==> src/rtl/ftx_pkg.sv <==
package ftx_pkg;

    // How the software enable reaches the transmitter
    typedef struct packed {
        logic direct;   // enable used as it is
        logic fast;     // immediate turn-on, frame-aligned turn-off
    } en_route_t;

    function automatic en_route_t route_enable(
        input logic latch_mode,
        input logic gated_mode,
        input logic fclk_dis,
        input logic sync_mode,
        input logic rx_en
    );
        en_route_t r;
        r.direct = gated_mode | ~latch_mode;
        r.fast   = ~r.direct & fclk_dis & (~sync_mode | ~rx_en);
        return r;
    endfunction

endpackage

==> src/rtl/ftx_frame_gen.sv <==
module ftx_frame_gen #(
    parameter int SLOT_W    = 16,
    parameter int NUM_SLOTS = 2
) (
    input  logic clk,
    input  logic rst_n,
    input  logic soft_rst,
    output logic fs,
    output logic slot_start,
    output logic frame_last
);
    localparam int FRAME_W   = SLOT_W * NUM_SLOTS;
    localparam int CNT_W     = $clog2(FRAME_W);
    localparam int SLOT_BITS = $clog2(SLOT_W);

    typedef struct packed {
        logic [CNT_W-1:0] idx;
    } frm_state_t;

    frm_state_t st_d, st_q;

    always_comb begin
        st_d       = st_q;
        frame_last = (st_q.idx == CNT_W'(FRAME_W - 1));
        slot_start = (st_q.idx[SLOT_BITS-1:0] == '0);
        fs         = (st_q.idx < CNT_W'(SLOT_W));
        if (soft_rst)        st_d.idx = '0;
        else if (frame_last) st_d.idx = '0;
        else                 st_d.idx = st_q.idx + CNT_W'(1);
    end

    always_ff @(posedge clk or negedge rst_n) begin
        if (!rst_n) st_q <= '0;
        else        st_q <= st_d;
    end
endmodule

==> src/rtl/ftx_en_ctrl.sv <==
module ftx_en_ctrl
    import ftx_pkg::*;
#(
    parameter int SETUP_STAGES = 2  // at least 2
) (
    input  logic clk,
    input  logic rst_n,
    input  logic soft_rst,
    input  logic tx_en_sw,
    input  logic latch_mode,
    input  logic gated_mode,
    input  logic fclk_dis,
    input  logic sync_mode,
    input  logic rx_en,
    input  logic frame_last,
    output logic en_now
);
    typedef struct packed {
        logic [SETUP_STAGES-1:0] pipe;  // delayed enable samples
        logic                    held;  // frame-captured enable
    } en_state_t;

    en_state_t st_d, st_q;
    en_route_t route;
    logic      oldest;
    logic      kick;

    always_comb begin
        route  = route_enable(latch_mode, gated_mode, fclk_dis, sync_mode, rx_en);
        oldest = st_q.pipe[SETUP_STAGES-1];
        kick   = route.fast & tx_en_sw;
        st_d   = st_q;
        st_d.pipe = {st_q.pipe[SETUP_STAGES-2:0], tx_en_sw};
        if (frame_last) st_d.held = oldest | kick;
        else            st_d.held = st_q.held | kick;
        if (soft_rst) st_d = '0;

        if (soft_rst)          en_now = 1'b0;
        else if (route.direct) en_now = tx_en_sw;
        else                   en_now = st_q.held;
    end

    always_ff @(posedge clk or negedge rst_n) begin
        if (!rst_n) st_q <= '0;
        else        st_q <= st_d;
    end
endmodule

==> src/rtl/ftx_shifter.sv <==
module ftx_shifter #(
    parameter int SLOT_W = 16
) (
    input  logic              clk,
    input  logic              rst_n,
    input  logic              soft_rst,
    input  logic              en_now,
    input  logic              slot_start,
    input  logic [SLOT_W-1:0] smp_data,
    input  logic              smp_valid,
    output logic              smp_ready,
    output logic              sd_out,
    output logic              underrun
);
    typedef struct packed {
        logic [SLOT_W-1:0] sh;
        logic              sd;
        logic              und;
    } sh_state_t;

    sh_state_t         st_d, st_q;
    logic [SLOT_W-1:0] word;

    always_comb begin
        st_d      = st_q;
        smp_ready = en_now & slot_start;
        word      = smp_valid ? smp_data : '0;
        if (!en_now) begin
            st_d.sh = '0;
            st_d.sd = 1'b0;
        end else if (slot_start) begin
            st_d.sd  = word[SLOT_W-1];
            st_d.sh  = {word[SLOT_W-2:0], 1'b0};
            st_d.und = st_q.und | ~smp_valid;
        end else begin
            st_d.sd = st_q.sh[SLOT_W-1];
            st_d.sh = {st_q.sh[SLOT_W-2:0], 1'b0};
        end
        if (soft_rst) st_d = '0;
        sd_out   = st_q.sd;
        underrun = st_q.und;
    end

    always_ff @(posedge clk or negedge rst_n) begin
        if (!rst_n) st_q <= '0;
        else        st_q <= st_d;
    end
endmodule

==> src/rtl/ftx_serial_tx.sv <==
module ftx_serial_tx #(
    parameter int SLOT_W       = 16,
    parameter int NUM_SLOTS    = 2,
    parameter int SETUP_STAGES = 2
) (
    input  logic              clk,
    input  logic              rst_n,
    input  logic              soft_rst,
    input  logic              tx_en_sw,
    input  logic              latch_mode,
    input  logic              gated_mode,
    input  logic              fclk_dis,
    input  logic              sync_mode,
    input  logic              rx_en,
    input  logic [SLOT_W-1:0] smp_data,
    input  logic              smp_valid,
    output logic              smp_ready,
    output logic              fs_out,
    output logic              sd_out,
    output logic              tx_active,
    output logic              underrun
);
    logic slot_start;
    logic frame_last;
    logic en_now;

    ftx_frame_gen #(.SLOT_W(SLOT_W), .NUM_SLOTS(NUM_SLOTS)) u_frame (
        .clk(clk), .rst_n(rst_n), .soft_rst(soft_rst),
        .fs(fs_out), .slot_start(slot_start), .frame_last(frame_last)
    );

    ftx_en_ctrl #(.SETUP_STAGES(SETUP_STAGES)) u_en (
        .clk(clk), .rst_n(rst_n), .soft_rst(soft_rst), .tx_en_sw(tx_en_sw),
        .latch_mode(latch_mode), .gated_mode(gated_mode), .fclk_dis(fclk_dis),
        .sync_mode(sync_mode), .rx_en(rx_en), .frame_last(frame_last),
        .en_now(en_now)
    );

    ftx_shifter #(.SLOT_W(SLOT_W)) u_shift (
        .clk(clk), .rst_n(rst_n), .soft_rst(soft_rst), .en_now(en_now),
        .slot_start(slot_start), .smp_data(smp_data), .smp_valid(smp_valid),
        .smp_ready(smp_ready), .sd_out(sd_out), .underrun(underrun)
    );

    assign tx_active = en_now;
endmodule

==> config.mk <==
export PLATFORM = sky130hd
export DESIGN_NAME = ftx_serial_tx
export DESIGN_NICKNAME = d
export VERILOG_FILES = /design/src/rtl/ftx_pkg.sv /design/src/rtl/ftx_frame_gen.sv /design/src/rtl/ftx_en_ctrl.sv /design/src/rtl/ftx_shifter.sv /design/src/rtl/ftx_serial_tx.sv
export SDC_FILE = /design/constraint.sdc
export NUM_CORES = 1
export LEC_CHECK = 0
export ABC_AREA = 1
export BUFFER_PORTS_ARGS = -buffer_cell sky130_fd_sc_hd__buf_2
export CORE_UTILIZATION = 40
export DETAILED_ROUTE_END_ITERATION = 8
export SLEW_MARGIN = 30
export SYNTH_ARGS = -nofsm -noshare
export SYNTH_HDL_FRONTEND = slang
export SYNTH_SLANG_ARGS = --single-unit
==> constraint.sdc <==
create_clock -name clk -period 2.2 [get_ports clk]
set_input_delay 0.44 -clock clk [delete_from_list [all_inputs] [get_ports clk]]
set_output_delay 0.44 -clock clk [all_outputs]
set_load 0.01 [all_outputs]
# [After elaboration in Yosys (flattened, before gate mapping)]
# Index checks and enable logic that the tools add are counted.
[totals] in_bits=26 regBits=26
[op_classes] magnitude_cmp=1 n_addsub=1 reduce_logical=4 bitwise=14 mux=12 n_eq_ne=1
[ops] op="$mux W17" count=2
[ops] op="$mux W18" count=1
[ops] op="$mux W16" count=1
[ops] op="$mux W5" count=2
[ops] op="$add A5 B1 Y5 const B" count=1
[ops] op="$eq A5 B5 Y1 const B" count=1
[ops] op="$lt A5 B5 Y1 const B" count=1
[ops] op="$mux W1" count=5
[ops] op="$not A1 Y1" count=5
[ops] op="$or A1 B1 Y1" count=5
[ops] op="$and A1 B1 Y1" count=4
[ops] op="$logic_not A4 Y1" count=1
[ops] op="$reduce_bool A2 Y1" count=2
[ops] op="$mux W3" count=1
[ops] op="$reduce_and A2 Y1" count=1

# [Longest topological paths before layout]
[depth] depth_word=9 depth_mapped=8 mapped_depth_nobuf=8

# [Cells and area by module]
# From an unflattened synthesis, not the netlist that was laid out.
[unflattened] cells_unflattened=129 hier_area_um2=1237.4
[by_module_without_submodules] mod="ftx_shifter" area_per_inst_um2=822.0 cells_each=79 instances=1
[by_module_without_submodules] mod="ftx_frame_gen" area_per_inst_um2=256.5 cells_each=28 instances=1
[by_module_without_submodules] mod="ftx_en_ctrl" area_per_inst_um2=158.9 cells_each=22 instances=1

# [Worst setup path after synthesis]
# No wires, ideal clock.
[synth_path] path_type="input to output" from="input port gated_mode" to="output port smp_ready" arrival_time_ns=1.099 cell_stages=6 setup_slack_ns=0.661 path_cell_list="inv_1 -> nand3_1 -> nand2_1 -> nand2_2 -> buf_4 -> nor2_1"
[synth_between] elab_chain_cells=4
[synth_lines] item="from (decl)" line="ftx_serial_tx.sv:11" text="input logic gated_mode,"
[synth_lines] item="$or A1 B1 Y1" line="ftx_pkg.sv:17" text="r.direct = gated_mode | ~latch_mode;"
[synth_lines] item="$mux W1" line="ftx_en_ctrl.sv:39" text="else if (route.direct) en_now = tx_en_sw;"
[synth_lines] item="$mux W1" line="ftx_en_ctrl.sv:38" text="if (soft_rst) en_now = 1'b0;"
[synth_lines] item="$and A1 B1 Y1" line="ftx_shifter.sv:26" text="smp_ready = en_now & slot_start;"
[synth_lines] item="to (decl)" line="ftx_serial_tx.sv:17" text="output logic smp_ready,"
# Every way passes these cells.

# [Worst setup path after layout]
[layout_path] from="register u_frame.st_q[0] (netlist name)" to="output port smp_ready"
[layout_between] elab_chain_cells=2
[layout_lines] item="from (decl)" line="ftx_frame_gen.sv:20" text="frm_state_t st_d, st_q;"
[layout_lines] item="from (signal assigned)" line="ftx_frame_gen.sv:34" text="else st_q <= st_d;"
[layout_lines] item="$logic_not A4 Y1" line="ftx_frame_gen.sv:25" text="slot_start = (st_q.idx[SLOT_BITS-1:0] == '0);"
[layout_lines] item="$and A1 B1 Y1" line="ftx_shifter.sv:26"
# Every way passes these cells.

==> results.tsv <==
metric	value	unit
worstPathCellList	inv_1 > ha_1 > nand2_4 > nor2_1 > buf_2	
yosys_warnings	0	
arrival	1.46	ns
slew-limit-headroom	0.6230	
p_per_area	599.9	nW/um2
power	895.4	uW
antenna_found_initial	0	
postCtsHoldBufs	0	
syn_nets	200	
cpMaxStageDelayCell	dfrtp_1	
setup_viol	0	
ir_drop	0.0002687	V
cts_tree	done	
cts_max_path_buffers	2	
clk_pin_slew	0.15	ns
first_iter_violations	42	
wirelength	2326	um
synth_top_cell_area_share	0.4794	
areaGrowthSynthToFinish	14.38	%
startpoint	u_frame.st_q[0]$_DFF_PN0_	
firstDrtPassIters	4	
required	1.76	ns
critPathCaptureType	output pin	
track_usage	0.1543	
synth_cell_types	18	
grt_start_max_net_pins	26	
crit_type	reg2out	
rows	20	
grt_pass1_wl	4057	um
antenna_cells	0	
crit_cells	5	
fp.dieW	59.12	um
synth_cells	171	
cts_resized	0	
netlist_area	1305	um2
drc	0	
grt_pass1_vias	951	
die_area	3495	um2
synth_top_cell_by_area	dfrtp_1	
layout-drive-gt1-share	0.2587	
routedWlPerCell	9.494	um
cp_slowest_stage_delay	0.43	ns
syn_area_per_cell	7.632	um2
ys_top_cells_by_area	dfrtp_1 48%, nand2_1 18%, inv_1 7.8%	
post_cts_buffers	0	
tightest_slew	0.5656	ns
synth-seq-area-share	0.4794	
skew	0.01415	ns
finalHoldViolCount	0	
cpLargestDelayFamily	flip-flops	
cts_sinks	25	
r2r_cells	7	
start_util	0.4240	
place_hpwl	1647	um
die_y	59.12	um
io_buffers	30	
hold-worst-slack	0.08209	ns
crit_buf_inv	2	
drtAntennaViolNets	0	
outcome	complete, no violations	
viasPerCell	4.196	
cp-start-kind	register	
worstSkewPairLatency	0.32	ns
coreArea	3078	um2
cts_buffers	3	
grt-ovfl-total	0	
htreeDepth	1	
nets	231	
rsz0062_at_grt	no	
hold_class	in2async	
fin_crit	1.897	ns
period_share	0.8620	
vias	1028	
drv_cap	0	
pin_count	31	
r2r-start	u_frame.st_q[0]$_DFF_PN0_	
finalSetupTns	0	ns
gp_congestion	0.7243	
ys_ff_latch	25	
root_buffer	clkbuf_4	
timing.fmax	527.3	MHz
worstPathMaxFanout	18	
power.leakage	0.8415	nW
report.final.slew_viol_count	0	
-- final cells by class --
type                       count  area, um2
clock buffer                   3      22.52
fill                         335       1585
inverter                      28      110.1
timing repair buffer          31      157.7
multi-input combinational    113      514.2
clock inverter                 1      7.507
sequential                    25      625.6
tap                           44      55.05
-- cell usage after synthesis, drive strengths merged --
cell type and number:
nor2 28, ha 3, nor3b 1, dfrtp 25
buf 5, nand3 4, a21oi 2, xor2 1
inv 28, nand2 74
-- cells in the final DEF (no fill, tap or decap) --
master      Yosys  final
dfrtp_1        25     25
a21oi_1         2      2
buf_2           1     30
ha_1            3      3
clkbuf_4        0      3
xor2_1          1      1
nor2_2          3      3
clkinvlp_4      0      1
nor3b_1         1      1
nand3_1         3      3
nand2_1        62     62
nor2_1         25     25
nand2_2        11     11
nand2_4         1      1
inv_6           1      1
inv_1          27     27
buf_4           1      1
nand3_2         1      1
-- path summary, 6_finish.rpt --
check / endpoint / slack (ns)
max: smp_ready / 0.30
max reg2reg: u_frame.st_q[2]$_DFF_PN0_ / 0.75
min in group clk: u_en.st_q[0]$_DFF_PN0_ / 0.32
min reg2reg: u_en.oldest$_DFF_PN0_ / 0.48
min: u_en.st_q[0]$_DFF_PN0_ / 0.08
max in group asynchronous: u_shift.st_q[6]$_DFF_PN0_ / 1.74
-- state kept, by name, indices dropped and copies added (netlist names) --
register and cells:
u_en.oldest 1, u_en.st_q 2, u_shift.st_q 15, u_shift.underrun 1, u_shift.sd_out 1, u_frame.st_q 5
-- logic make-up (layout without fill, tap and decap cells) --
family                   after synthesis  after routing  synth area share
AO/OA/AOI/OAI                          2              2          0.007670
XOR/XNOR                               1              1          0.006713
adder cells (fa/ha/maj)                3              3           0.02877
buffers and inverters                 33             63            0.1266
flip-flops                            25             25            0.4794
AND/OR/NAND/NOR                      107            107            0.3509
-- metal layers --
layer  global-route usage  up-vias  wire [um]
met4              0.07143        0         18
met1               0.2031      455       1120
li1                     -      550          -
met2               0.2532       21       1095
met3              0.01965        2         92
met5                    0        -          0
-- worst register-to-register path: stages, from the launching register on --
cell	delay, ns
dfrtp_1	0.44
ha_1	0.23
nand2_1	0.08
nor2_1	0.05
ha_1	0.19
inv_1	0.09
nand2_1	0.10
nor3b_1	0.18
-- report_power, final --
| part | internal [mW] | leakage [nW] | switching (mW) |
|---|---|---|---|
| logic | 0.0693 | 0.487 | 0.122 |
| clock network | 0.0694 | 0.0139 | 0.144 |
| registers | 0.481 | 0.341 | 0.00910 |
-- through the flow --
| step | util | instances | worst slack, ns | cell area, um2 |
|---|---|---|---|---|
| 2_1_floorplan | - | 171 | 0.6611 | 1305 |
| 3_3_place_gp | 0.4752 | 241 | 0.6265 | 1463 |
| 3_5_place_dp | 0.4752 | 241 | 0.6203 | 1463 |
| 4_1_cts | 0.4850 | 245 | 0.2752 | 1493 |
| 5_1_grt | 0.4850 | 245 | 0.2006 | 1493 |
| 6_report | 0.4850 | 245 | 0.3035 | 1493 |
Power figures use the tool's default switching activity.
